==> config.mk <==
export PLATFORM = sky130hd
export DESIGN_NAME = uart_mp
export DESIGN_NICKNAME = d
export VERILOG_FILES = /design/src/rtl/uart_mp_pkg.sv /design/src/rtl/uart_mp_tick.sv /design/src/rtl/uart_mp_fifo.sv /design/src/rtl/uart_mp_tx.sv /design/src/rtl/uart_mp_rx.sv /design/src/rtl/uart_mp.sv
export SDC_FILE = /design/constraint.sdc
export NUM_CORES = 1
export LEC_CHECK = 0
export BUFFER_PORTS_ARGS = -buffer_cell sky130_fd_sc_hd__buf_2
export CORE_MARGIN = 1
export CORE_UTILIZATION = 50
export DETAILED_ROUTE_END_ITERATION = 6
export PLACE_DENSITY = 0.69
export SETUP_SLACK_MARGIN = 0.5
export SLEW_MARGIN = 10
export SYNTH_ARGS = -nofsm -noshare
export SYNTH_HDL_FRONTEND = slang
export SYNTH_HIERARCHICAL = 1
export SYNTH_SLANG_ARGS = --single-unit
export TNS_END_PERCENT = 50
==> constraint.sdc <==
create_clock -name clk -period 3.2 [get_ports clk]
set_input_delay 0.64 -clock clk [delete_from_list [all_inputs] [get_ports clk]]
set_output_delay 0.64 -clock clk [all_outputs]
set_load 0.03 [all_outputs]
==> src/rtl/uart_mp_pkg.sv <==
package uart_mp_pkg;
   localparam int DW = 8;

   typedef struct packed {
      logic          mark;
      logic [DW-1:0] data;
   } tx_word_t;

   typedef struct packed {
      logic          brk;
      logic          ferr;
      logic          perr;
      logic          mark;
      logic [DW-1:0] data;
   } rx_word_t;

   typedef enum logic [2:0] {
      RX_IDLE, RX_START, RX_BITS, RX_STOP, RX_WAITHI
   } rx_state_t;
endpackage

==> src/rtl/uart_mp_tick.sv <==
module uart_mp_tick #(
   parameter int CLK_DIV = 4
) (
   input  logic clk,
   input  logic rst_n,
   output logic tick
);
   generate
      if (CLK_DIV == 1) begin : g_every
         logic unused_q;
         always_ff @(posedge clk or negedge rst_n)
            if (!rst_n) unused_q <= 1'b0;
            else        unused_q <= ~unused_q;
         assign tick = 1'b1 | unused_q;
      end else begin : g_div
         localparam int CW = $clog2(CLK_DIV);
         logic [CW-1:0] cnt;
         always_ff @(posedge clk or negedge rst_n) begin
            if (!rst_n)                         cnt <= '0;
            else if (cnt == CW'(CLK_DIV - 1))   cnt <= '0;
            else                                cnt <= cnt + 1'b1;
         end
         assign tick = (cnt == CW'(CLK_DIV - 1));
      end
   endgenerate
endmodule

==> src/rtl/uart_mp_fifo.sv <==
module uart_mp_fifo #(
   parameter int WIDTH = 9,
   parameter int DEPTH = 8
) (
   input  logic             clk,
   input  logic             rst_n,
   input  logic             push,
   input  logic [WIDTH-1:0] din,
   output logic             full,
   input  logic             pop,
   output logic [WIDTH-1:0] dout,
   output logic             empty
);
   localparam int AW = $clog2(DEPTH);

   generate
      if ((1 << AW) != DEPTH || DEPTH < 2) begin : g_bad_depth
         $error("uart_mp_fifo: DEPTH must be a power of two, at least 2");
      end
   endgenerate

   logic [WIDTH-1:0] mem [DEPTH];
   logic [AW-1:0]    wptr, rptr;
   logic [AW:0]      cnt;
   logic             do_push, do_pop;

   assign full    = (cnt == (AW+1)'(DEPTH));
   assign empty   = (cnt == '0);
   assign do_push = push && !full;
   assign do_pop  = pop && !empty;
   assign dout    = mem[rptr];

   always_ff @(posedge clk) if (do_push) mem[wptr] <= din;

   always_ff @(posedge clk or negedge rst_n) begin
      if (!rst_n) begin
         wptr <= '0;
         rptr <= '0;
         cnt  <= '0;
      end else begin
         if (do_push) wptr <= wptr + 1'b1;
         if (do_pop)  rptr <= rptr + 1'b1;
         if (do_push && !do_pop)      cnt <= cnt + 1'b1;
         else if (do_pop && !do_push) cnt <= cnt - 1'b1;
      end
   end
endmodule

==> src/rtl/uart_mp_tx.sv <==
module uart_mp_tx
   import uart_mp_pkg::*;
(
   input  logic     clk,
   input  logic     rst_n,
   input  logic     tick,
   input  logic     par_en,
   input  logic     par_odd,
   input  logic     mp_en,
   input  logic     q_empty,
   input  tx_word_t q_word,
   output logic     q_pop,
   output logic     txd
);
   logic        busy;
   logic [11:0] sh;
   logic [3:0]  nleft, tcnt, nb;
   logic [11:0] fr;
   logic        pbit;

   always_comb begin
      pbit     = (^q_word.data) ^ (mp_en & q_word.mark) ^ par_odd;
      fr       = '1;
      fr[0]    = 1'b0;
      fr[8:1]  = q_word.data;
      if (mp_en) begin
         fr[9] = q_word.mark;
         if (par_en) fr[10] = pbit;
      end else if (par_en) begin
         fr[9] = pbit;
      end
      nb = 4'd10 + {3'b000, mp_en} + {3'b000, par_en};
   end

   assign q_pop = !busy && !q_empty;
   assign txd   = sh[0];

   always_ff @(posedge clk or negedge rst_n) begin
      if (!rst_n) begin
         busy  <= 1'b0;
         sh    <= '1;
         nleft <= '0;
         tcnt  <= '0;
      end else if (q_pop) begin
         busy  <= 1'b1;
         sh    <= fr;
         nleft <= nb;
         tcnt  <= '0;
      end else if (busy && tick) begin
         tcnt <= tcnt + 1'b1;
         if (tcnt == 4'd15) begin
            sh    <= {1'b1, sh[11:1]};
            nleft <= nleft - 1'b1;
            if (nleft == 4'd1) busy <= 1'b0;
         end
      end
   end
endmodule

==> src/rtl/uart_mp_rx.sv <==
module uart_mp_rx
   import uart_mp_pkg::*;
(
   input  logic       clk,
   input  logic       rst_n,
   input  logic       tick,
   input  logic       rxd,
   input  logic       par_en,
   input  logic       par_odd,
   input  logic       mp_en,
   input  logic [7:0] node_addr,
   output logic       push,
   output rx_word_t   word
);
   rx_state_t  st;
   logic       s1, s2;
   logic [9:0] fb;
   logic [3:0] idx, nb, tcnt;
   logic       l_mp, l_par, l_odd, accept;
   logic [7:0] dat;
   logic       mk, pb, perr_c, brk_c, ferr_c, pass_c, at_mid;

   always_comb begin
      dat    = fb[7:0];
      mk     = l_mp & fb[8];
      pb     = l_mp ? fb[9] : fb[8];
      brk_c  = (fb == '0) && !s2;
      perr_c = l_par && !brk_c && (pb ^ (^dat) ^ mk ^ l_odd);
      ferr_c = !s2 && !brk_c;
      pass_c = !l_mp || brk_c || (mk ? (dat == node_addr) : accept);
      at_mid = tick && (tcnt == 4'd15);
   end

   always_ff @(posedge clk or negedge rst_n) begin
      if (!rst_n) begin
         s1 <= 1'b1;
         s2 <= 1'b1;
      end else begin
         s1 <= rxd;
         s2 <= s1;
      end
   end

   always_ff @(posedge clk or negedge rst_n) begin
      if (!rst_n) begin
         st     <= RX_IDLE;
         fb     <= '0;
         idx    <= '0;
         nb     <= '0;
         tcnt   <= '0;
         l_mp   <= 1'b0;
         l_par  <= 1'b0;
         l_odd  <= 1'b0;
         accept <= 1'b0;
         push   <= 1'b0;
         word   <= '0;
      end else begin
         push <= 1'b0;
         if (tick) tcnt <= tcnt + 1'b1;
         unique case (st)
            RX_IDLE: if (!s2) begin
               st    <= RX_START;
               tcnt  <= '0;
               fb    <= '0;
               idx   <= '0;
               l_mp  <= mp_en;
               l_par <= par_en;
               l_odd <= par_odd;
               nb    <= 4'd8 + {3'b000, mp_en} + {3'b000, par_en};
            end
            RX_START: if (tick && tcnt == 4'd7) begin
               tcnt <= '0;
               st   <= s2 ? RX_IDLE : RX_BITS;
            end
            RX_BITS: if (at_mid) begin
               fb[idx] <= s2;
               idx     <= idx + 1'b1;
               if (idx == nb - 4'd1) st <= RX_STOP;
            end
            RX_STOP: if (at_mid) begin
               push <= pass_c;
               word <= '{brk: brk_c, ferr: ferr_c, perr: perr_c, mark: mk,
                         data: dat};
               if (l_mp && mk && !brk_c) accept <= (dat == node_addr);
               st <= s2 ? RX_IDLE : RX_WAITHI;
            end
            RX_WAITHI: if (s2) st <= RX_IDLE;
            default: st <= RX_IDLE;
         endcase
      end
   end
endmodule

==> src/rtl/uart_mp.sv <==
module uart_mp
   import uart_mp_pkg::*;
#(
   parameter int CLK_DIV  = 4,
   parameter int TX_DEPTH = 8,
   parameter int RX_DEPTH = 8
) (
   input  logic       clk,
   input  logic       rst_n,
   input  logic       cfg_par_en,
   input  logic       cfg_par_odd,
   input  logic       cfg_mp_en,
   input  logic [7:0] cfg_node_addr,
   input  logic [7:0] tx_data,
   input  logic       tx_mark,
   input  logic       tx_valid,
   output logic       tx_ready,
   output logic       txd,
   input  logic       rxd,
   output logic [7:0] rx_data,
   output logic       rx_mark,
   output logic       rx_perr,
   output logic       rx_ferr,
   output logic       rx_brk,
   output logic       rx_valid,
   input  logic       rx_ready,
   output logic       rx_ovf
);
   localparam int TXW = $bits(tx_word_t);
   localparam int RXW = $bits(rx_word_t);

   generate
      if (CLK_DIV < 1) begin : g_bad_div
         $error("uart_mp: CLK_DIV must be at least 1");
      end
   endgenerate

   logic     tick, txq_full, txq_empty, txq_pop, rx_push, rxq_full, rxq_empty;
   tx_word_t txq_in, txq_out;
   rx_word_t rx_word, rxq_out;

   assign txq_in = '{mark: tx_mark, data: tx_data};

   uart_mp_tick #(.CLK_DIV(CLK_DIV)) u_tick (
      .clk(clk), .rst_n(rst_n), .tick(tick));

   uart_mp_fifo #(.WIDTH(TXW), .DEPTH(TX_DEPTH)) u_txq (
      .clk(clk), .rst_n(rst_n), .push(tx_valid), .din(txq_in),
      .full(txq_full), .pop(txq_pop), .dout(txq_out), .empty(txq_empty));

   uart_mp_tx u_tx (
      .clk(clk), .rst_n(rst_n), .tick(tick), .par_en(cfg_par_en),
      .par_odd(cfg_par_odd), .mp_en(cfg_mp_en), .q_empty(txq_empty),
      .q_word(txq_out), .q_pop(txq_pop), .txd(txd));

   uart_mp_rx u_rx (
      .clk(clk), .rst_n(rst_n), .tick(tick), .rxd(rxd), .par_en(cfg_par_en),
      .par_odd(cfg_par_odd), .mp_en(cfg_mp_en), .node_addr(cfg_node_addr),
      .push(rx_push), .word(rx_word));

   uart_mp_fifo #(.WIDTH(RXW), .DEPTH(RX_DEPTH)) u_rxq (
      .clk(clk), .rst_n(rst_n), .push(rx_push), .din(rx_word),
      .full(rxq_full), .pop(rx_ready), .dout(rxq_out), .empty(rxq_empty));

   always_ff @(posedge clk or negedge rst_n) begin
      if (!rst_n)                  rx_ovf <= 1'b0;
      else if (rx_push && rxq_full) rx_ovf <= 1'b1;
   end

   assign tx_ready = !txq_full;
   assign rx_valid = !rxq_empty;
   assign rx_data  = rxq_out.data;
   assign rx_mark  = rxq_out.mark;
   assign rx_perr  = rxq_out.perr;
   assign rx_ferr  = rxq_out.ferr;
   assign rx_brk   = rxq_out.brk;
endmodule

Word-level counts from Yosys, hierarchy flattened

Memories as Yosys holds them, arrays and structs flattened.
Index checks and enable logic that the tools add are counted.

Register bits after elaboration: 88
Logic and storage cells: 181
Memories: 2
Memory bits (writable): 168

Memory list:

| name      | depth | width | rd ports | clocked after Yosys merged registers in | wr ports | RTL line           | RTL |
|---|---|---|---|---|---|---|---|
| u_rxq.mem | 8     | 12    | 1        | 0                                       | 1        | uart_mp_fifo.sv:22 | `logic [WIDTH-1:0] mem [DEPTH];` |
| u_txq.mem | 8     | 9     | 1        | 0                                       | 1        | uart_mp_fifo.sv:22 |  |

Reduce and logical (&&, ||, !) cells: 53
Order comparisons: 2
Mux-type cells: 50
Bitwise gates (word level): 8
Equality and inequality tests: 19
Add/sub/neg operators: 18

Operators with widths:

| cell                  | count |
|---|---|
| $mux W4               | 14 |
| $mux W12              | 3 |
| $mux W3               | 7 |
| $add A4 B1 Y4 const B | 5 |
| $logic_and A1 B1 Y1   | 20 |
| $mux W10              | 2 |
| $pmux W10 S2          | 1 |
| $eq A4 B4 Y1 const B  | 4 |
| $mux W1               | 16 |
| $pmux W4 S2           | 2 |
| $reduce_xor A8 Y1     | 2 |
| $sub A4 B1 Y4 const B | 4 |
| $pmux W3 S5           | 1 |
| $add A3 B1 Y3 const B | 4 |
| $logic_not A1 Y1      | 12 |
| $reduce_bool A2 Y1    | 6 |
| $bwmux W10            | 1 |
| $logic_not A10 Y1     | 1 |
| $ne A2 B1 Y1 const B  | 5 |
| $reduce_and A3 Y1     | 3 |
| $add A4 B1 Y4         | 2 |
| $add A4 B1 Y4 const A | 2 |
| $eq A8 B8 Y1          | 1 |
| $logic_not A4 Y1      | 2 |
| 20 further kinds      | 30 |

Logic depth before layout (Yosys ltp)

Gate-level depths: netlist (run 1).

Depth in word-level cells: 7
Gate-level depth with buffers: 12
Mapped depth without buffers: 10

Hierarchy

The synthesis (run 1) kept the hierarchy.

By module, submodules not included:

| module                | seq. area each (µm²) | cells each | times used | area an instance (µm²) |
|---|---|---|---|---|
| uart_mp_fifo at u_rxq | 3133.0               | 203        | 1          | 4341.7 |
| uart_mp_fifo at u_txq | 2412.3               | 168        | 1          | 3439.5 |
| uart_mp_rx            | 1078.5               | 224        | 1          | 2255.9 |
| uart_mp_tx            | 514.2                | 107        | 1          | 1124.8 |
| uart_mp_tick          | 50.0                 | 4          | 1          | 66.3 |
| uart_mp               | 25.0                 | 4          | 1          | 40.0 |

Worst setup path before layout (run 1)

OpenSTA, ideal clock, no wires.

Kind: register to register
Start: register u_txq.cnt[0]
End: register u_txq.cnt[3]
Required time: 3.069 ns
Arrival time: 2.873 ns
Buffers on the path: 2
Cell stages (with the launch flop): 13
Slack: 0.196 ns
Cell sequence: dfrtp_1 nor4_1 or2_2 clkbuf_1 inv_1 buf_2 o41ai_4 ha_1 inv_1 ha_1 or4_1 o211ai_1 o211ai_1

Longest elaborated chain between the ends: 7
Elaborated cells on any way between the ends: 16
Classes of those cells: add/sub (2); eq/ne (1); mux (2); reduce/logical (11)

Ends and longest elaborated chain:

| what                                                 | RTL line           | RTL |
|---|---|---|
| start, declared                                      | uart_mp_fifo.sv:24 | `logic [AW:0] cnt;` |
| start signal, assigned                               | uart_mp_fifo.sv:43 | `if (do_push && !do_pop) cnt <= cnt + 1'b1;` |
| start signal, assigned                               | uart_mp_fifo.sv:44 | `else if (do_pop && !do_push) cnt <= cnt - 1'b1;` |
| $logic_not A4 Y1 *                                   | uart_mp_fifo.sv:28 | `assign empty = (cnt == '0);` |
| net txq_empty                                        | uart_mp.sv:38      | `logic tick, txq_full, txq_empty, txq_pop, rx_push, rxq_full, rxq_empty;` |
| $logic_not A1 Y1 *                                   | uart_mp_tx.sv:35   | `assign q_pop = !busy && !q_empty;` |
| $logic_and A1 B1 Y1 *                                | uart_mp_tx.sv:35   |  |
| net txq_pop                                          | uart_mp.sv:38      |  |
| $logic_and A1 B1 Y1 *                                | uart_mp_fifo.sv:30 | `assign do_pop = pop && !empty;` |
| $logic_not A1 Y1                                     | uart_mp_fifo.sv:43 |  |
| $logic_and A1 B1 Y1                                  | uart_mp_fifo.sv:43 |  |
| $mux W4 / $reduce_bool A2 Y1 (equally long branches) | -                  |  |

The timed path passes the listed nets; every way through them passes the cells marked *. The select of a mux whose other input is x is not followed.
A chain may end at the register's enable or synchronous reset.

Worst setup path in the final report (run 1)

Start: register u_rxq.rptr[0]
End: output rx_ferr

Longest elaborated chain between the ends: 1

Ends and longest elaborated chain:

| what                   | RTL line           | RTL |
|---|---|---|
| start, declared        | uart_mp_fifo.sv:23 | `logic [AW-1:0] wptr, rptr;` |
| start signal, assigned | uart_mp_fifo.sv:42 | `if (do_pop) rptr <= rptr + 1'b1;` |
| $mem_v2 Z8 W12         | -                  |  |
| end, declared          | uart_mp.sv:23      | `output logic rx_ferr,` |

No other way between the ends.

==> flow_metrics.env, run 1 <==
export IMPL_diodes=0
export IMPL_required_ps=2560
export IMPL_core_area_um2=22000
export IMPL_p_leak_uw=0.00475
export IMPL_reg2reg_slack_ps=540
export IMPL_setup_viol=0
export IMPL_dieArea_um2=23100
export IMPL_path_delay_family="multiplexers"
export IMPL_clk_latency_ps=520
export IMPL_cp_depth=5
export IMPL_irDropWorstVdd_mv=0.439
export IMPL_min_path_type="in2reg"
export IMPL_grt_pass1_vias=6244
export IMPL_die_h_um=152
export IMPL_antenna_found_initial=0
export IMPL_routed_wl_um=21200
export IMPL_syn_area_um2=11300
export IMPL_hold_path_depth=1
export IMPL_drive_gt1_frac=0.279
export IMPL_slowest_delay_ps=520
export IMPL_cts_buffers=27
export IMPL_syn_inst=710
export IMPL_port_buffers=40
export IMPL_cts_htree_levels=1
export IMPL_worst_path_buf_inv=3
export IMPL_use_met3=0.0294
export IMPL_crit_fanout=6
export IMPL_grt_ovfl_total=0
export IMPL_postCtsHoldBufs=0
export IMPL_vias_per_cell=5.72
export IMPL_crit_path_end_kind="primary output"
export IMPL_clock_path_buffers=3
export IMPL_first_pass_iters=7
export IMPL_antenna_left=0
export IMPL_num_vias=6216
export IMPL_dp_hpwl_um=13000
export IMPL_wire_per_inst_um=19.5
export IMPL_drv_slew=0
export IMPL_grt_busiest_layer="met2"
export IMPL_globalRouteMet2Util=0.329
export IMPL_avgSynthCellArea_um2=15.9
export IMPL_p_per_area_nw_per_um2=671
export IMPL_globalplace_congestion=0.762
export IMPL_cts_sinks=254
export IMPL_finalHoldViolations=0
export IMPL_min_period_over_period=0.860
export IMPL_grt_max_degree=74
export IMPL_ys_seq_area_frac=0.640
export IMPL_reg2regPathDepth=9
export IMPL_tritoncts="built"
export IMPL_rsz0062_at_grt="true"
export IMPL_use_met1=0.233
export IMPL_cp_cell_sequence="buf_12, buf_16, mux4_2, mux2_4, buf_6"
export IMPL_status="complete, but fails checks"
export IMPL_max_cap_violations=0
export IMPL_final_area_um2=13000
export IMPL_drcViolationCount=8
export IMPL_synthToLayoutAreaGrowth_pct=15.3
export IMPL_violations="DRC"
export IMPL_synth_edf_count=168
export IMPL_clock_skew_ps=18.3
export IMPL_worstSetupStartpointType="register"
export IMPL_ios=41
export IMPL_max_freq_mhz=363
export IMPL_track_usage=0.184
export IMPL_synth_ff_type="edfxtp_1"
export IMPL_synthesis_nets=763
export IMPL_fillCellCount=1622
export IMPL_yosys_warnings=6
export IMPL_layout_commonest_cell="edfxtp_1"
export IMPL_place_area_um2=11800
export IMPL_synth_async_reset_ratio=0.339
export IMPL_path_class="reg2out"
export IMPL_finalCriticalPeriod_ps=2750
export IMPL_first_iter_violations=403
export IMPL_worst_pin_slew_ps=971
export IMPL_synthDistinctLibCells=57
export IMPL_die_w_um=152
export IMPL_setup_tns_ps=0
export IMPL_ys_ff_latch=254
export IMPL_clkTransAtPathRegs_ps=60
export IMPL_arrival_ps=2110
export IMPL_cts_root_buffer="clkbuf_16"
export IMPL_relSlewSlack=0.353
export IMPL_start_util=0.513
export IMPL_final_nets=840
export IMPL_fp_row_count=54
export IMPL_cp_slowest_cell="mux4_2"
export IMPL_final_cell_mix="168 x edfxtp_1, 63 x dfrtp_1, 51 x nand2_1, 34 x buf_4, 34 x nor2_1"
export IMPL_grt_pass1_wl_um=33400
[synth_stat cells, types with 7 or more instances]
cell type / number / area, µm²
edfxtp_1: 168 / 5040
dfstp_2: 13 / 342
nor3_1: 9 / 45.0
a311oi_1: 9 / 78.8
mux2_2: 19 / 214
xor2_1: 18 / 158
ha_1: 26 / 325
buf_6: 9 / 101
mux4_2: 12 / 270
xnor2_1: 29 / 254
a21oi_1: 8 / 40.0
inv_1: 32 / 120
nand3_1: 14 / 70.1
o21ai_0: 27 / 135
mux4_1: 30 / 788
buf_2: 7 / 35.0
clkbuf_1: 10 / 37.5
nor2_1: 34 / 128
mux2i_1: 16 / 160
nand2_1: 52 / 195
dfrtp_1: 73 / 1830
a41o_1: 8 / 80.1
mux2_4: 9 / 135
[worst paths after layout]
check,startpoint,to
setup / recovery,u_rxq/rptr[0]$_DFFE_PN0P_,rx_ferr
hold / removal,rxd,u_rx/s1$_DFF_PN1_
hold reg to reg,u_rx/s1$_DFF_PN1_,u_rx/s2$_DFF_PN1_
setup reg to reg,u_txq/cnt[0]$_DFFE_PN0P_,u_txq/cnt[3]$_DFFE_PN0P_
min in group asynchronous,rst_n,u_txq/rptr[1]$_DFFE_PN0P_
max in group asynchronous,rst_n,u_rx/word[3]$_DFFE_PN0P_
[repair_timing]
| item | in CTS | in global routing |
|---|---|---|
| pin swaps | 1 | 1 |
| buffers inserted | 6 | 7 |
| resized for setup | 56 | 22 |
| gates cloned | 3 | 0 |
| hold endpoints to repair | 0 | 0 |
| endpoints found under the setup margin | 15 | 16 |
[stage by stage]
| step | hold WS (ps) | utilization | power (µW) | setup WS, ps | cells |
|---|---|---|---|---|---|
| finish | 211 | 0.592 | 8720 | 448 | 1087 |
| global route | 194 | 0.592 | 9080 | 396 | 1087 |
| CTS | 187 | 0.588 | 8710 | 411 | 1080 |
| detailed placement | 347 | 0.538 | 5340 | 255 | 1022 |
| global placement | 346 | 0.538 | 5230 | 423 | 1022 |
| floorplan | 344 | - | 4980 | 502 | 710 |
[metal layers]
layer,routed length (µm),up-vias,share of wire
li1,-,2864,-
met1,8960,3148,0.42
met2,10800,161,0.51
met3,943,43,0.044
met4,488,0,0.023
met5,0,-,0
[flip-flops by register name (all words and copies together), names as in the netlist, 10 cells and up]
register and cells:
u_rx/word 12, u_rx/fb 10, u_tx/sh 11, u_rxq/mem 96
u_txq/mem 72
[cell type report]
type                            instances  area (µm²)  area share
Clock buffer                           33         708      0.0545
Clock inverter                         16         180      0.0139
Inverter                               32         125     0.00963
Multi-Input combinational cell        393        3730       0.287
Sequential cell                       254        7230       0.556
Tap cell                              280         350      0.0270
Timing Repair Buffer                   79         668      0.0514
[power breakdown]
group	leakage (µW)	switching, µW	total, µW	internal (µW)
combinational	0.00195	758	1580	825
clock	0.000436	1200	3090	1890
sequential	0.00236	268	4050	3780
total	0.00475	2230	8720	6490
[logic make-up after synthesis]
family                   synth area share
AO/OA/AOI/OAI                      0.0511
adder cells (fa/ha/maj)            0.0324
AND/OR/NAND/NOR                    0.0682
flip-flops                          0.640
buffers and inverters              0.0295
XOR/XNOR                           0.0385
multiplexers                        0.140
Note: power is estimated with default switching activity, not from simulation.
==> run 2: changes to the inputs <==
CORE_UTILIZATION = 25   (was 50)
PLACE_DENSITY = 0.4   (was 0.69)
==> run 2 against run 1 <==
  * The flow now finishes without violations
  * Via count shrank 3.6%
  * Critical path depth decreased by 1
  * Clock skew grew 1.3 ps
  * Register-to-register slack worse by 60 ps
  * Sequential cell count stayed put
==> flow_metrics.env, run 2 (synthesis results as in run 1) <==
export IMPL_power_frac_seq=0.447
export IMPL_antenna_found_initial=2
export IMPL_antenna_left=0
export IMPL_finalCriticalPeriod_ps=2870
export IMPL_reg2regPathDepth=9
export IMPL_swShare=0.253
export IMPL_grt_pass1_vias=6332
export IMPL_wire_per_inst_um=16.5
export IMPL_rsz0062_at_grt="true"
export IMPL_largest_register_ffs=96
export IMPL_largest_register="u_rxq/mem"
export IMPL_routed_wl_um=23200
export IMPL_worst_slack_ps=326
export IMPL_crit_path_end_kind="primary output"
export IMPL_grt_pass1_wl_um=36900
export IMPL_port_buffers=40
export IMPL_min_path_type="in2async"
export IMPL_die_h_um=214
export IMPL_setup_tns_ps=0
export IMPL_clkPwrFrac=0.389
export IMPL_cts_sinks=254
export IMPL_clk_latency_ps=560
export IMPL_track_usage=0.103
export IMPL_clkTransAtPathRegs_ps=60
export IMPL_r2r_start="u_rxq/cnt[1]$_DFFE_PN0P_"
export IMPL_first_iter_violations=290
export IMPL_p_comb_frac=0.164
export IMPL_max_cap_violations=0
export IMPL_globalRouteMet2Util=0.177
export IMPL_fillCellCount=4436
export IMPL_cp_cell_sequence="buf_12, mux4_1, mux2_2, buf_2"
export IMPL_vias_per_cell=4.27
export IMPL_fp_row_count=77
export IMPL_worst_path_buf_inv=2
export IMPL_grt_ovfl_total=0
export IMPL_p_int_uw=6720
export IMPL_worstSetupStartpointType="register"
export IMPL_r2r_end="u_rxq/cnt[3]$_DFFE_PN0P_"
export IMPL_cts_buffers=30
export IMPL_worst_pin_slew_ps=843
export IMPL_clock_path_buffers=3
export IMPL_first_pass_iters=4
export IMPL_path_delay_family="multiplexers"
export IMPL_globalplace_congestion=0.686
export IMPL_reg2reg_slack_ps=480
export IMPL_drive_gt1_frac=0.259
export IMPL_grt_max_degree=46
export IMPL_use_met3=0.0196
export IMPL_die_w_um=214
export IMPL_cts_htree_levels=1
export IMPL_dpl_worst_slack_ps=374
export IMPL_p_per_area_nw_per_um2=666
export IMPL_slowest_delay_ps=550
export IMPL_switchingPower_uw=2280
export IMPL_min_period_over_period=0.898
export IMPL_clock_skew_ps=19.6
export IMPL_grt_busiest_layer="met2"
export IMPL_cts_root_buffer="clkbuf_16"
export IMPL_synthToLayoutAreaGrowth_pct=19.8
export IMPL_num_vias=5994
export IMPL_tritoncts="built"
export IMPL_dp_hpwl_um=14400
export IMPL_diodes=0
export IMPL_irDropWorstVdd_mv=0.369
export IMPL_start_util=0.254
export IMPL_final_cell_mix="168 x edfxtp_1, 67 x dfrtp_1, 51 x nand2_1, 34 x buf_2, 34 x nor2_1"
export IMPL_relSlewSlack=0.438
export IMPL_p_leak_uw=0.00477
export IMPL_final_nets=841
export IMPL_cp_slowest_cell="mux4_1"
export IMPL_crit_fanout=12
export IMPL_status="finished, final reports clean"
export IMPL_drv_slew=0
export IMPL_required_ps=2560
export IMPL_setup_viol=0
export IMPL_dieArea_um2=45900
export IMPL_layout_commonest_cell="edfxtp_1"
export IMPL_use_met1=0.130
export IMPL_ios=41
export IMPL_top_regs="u_rxq/mem (96), u_txq/mem (72), u_rx/word (12)"
export IMPL_cp_startpoint="u_rxq/rptr[0]$_DFFE_PN0P_"
export IMPL_finalHoldViolations=0
export IMPL_drcViolationCount=0
export IMPL_arrival_ps=2230
export IMPL_core_area_um2=44300
export IMPL_max_freq_mhz=348
export IMPL_path_class="reg2out"
-- run 2: repair_timing --
action / 4_1_cts / 5_1_grt
setup buffers: 2 / 8
endpoints found under the hold margin: 0 / 0
pin swaps: 0 / 5
cloned: 1 / 0
hold buffers: 0 / 0
endpoints found under the setup margin: 14 / 15
gates resized for setup: 20 / 19
-- run 2: how the worst max path moves through the flow --
| stage | endpoint | slack (ps) | depth (start not counted) |
|---|---|---|---|
| 6_report | rx_ferr | 330 | 4 |
| 3_5_place_dp | u_rxq/cnt[3]$_DFFE_PN0P_ | 370 | 9 |
| 4_1_cts | rx_ferr | 280 | 4 |
| 2_1_floorplan | u_rxq/cnt[3]$_DFFE_PN0P_ | 500 | 9 |
| 5_1_grt | rx_data[2] | 250 | 4 |
| 3_3_place_gp | u_rxq/cnt[3]$_DFFE_PN0P_ | 390 | 9 |
-- run 2: routing by layer --
layer | vias up | part of all wire
met1 | 3002 | 0.45
li1 | 2883 | -
met3 | 44 | 0.029
met2 | 61 | 0.49
met4 | 4 | 0.026
met5 | - | 0.00095
-- run 2: power groups by stage --
stage / Combinational, µW / Clock [µW] / Sequential [µW]
2_1_floorplan: 967 / 0 / 4010
3_3_place_gp: 1320 / 0 / 4070
3_5_place_dp: 1330 / 0 / 4070
4_1_cts: 1460 / 3630 / 4020
5_1_grt: 1640 / 3750 / 4050
6_report: 1480 / 3500 / 4020
-- run 2: per-stage QoR --
step	area [µm²]	utilization	hold slack, ps	cells	power [µW]
after floorplan	11300	-	344	710	4980
after global placement	12300	0.277	351	1337	5390
after detailed placement	12300	0.277	350	1337	5400
after CTS	13400	0.302	96.9	1395	9120
after global routing	13500	0.305	115	1403	9450
final	13500	0.305	94.1	1403	8990
-- run 2: final cells by class --
cell class / count / area [µm²] / area share
clock buffer: 40 / 818 / 0.0606
clock inverter: 15 / 211 / 0.0157
multi-input combinational: 393 / 3780 / 0.280
sequential: 254 / 7220 / 0.535
tap: 592 / 741 / 0.0549
timing repair buffer: 77 / 607 / 0.0449
inverter: 32 / 128 / 0.00945
-- run 2: worst reg2reg max path: cells and delay by family, from the launching register on --
| family | cells | cell delay (ps) |
|---|---|---|
| flops | 1 | 460 |
| compound gates | 2 | 200 |
| buf+inv | 2 | 160 |
| simple gates | 3 | 1230 |
| fa+ha+maj | 2 | 550 |
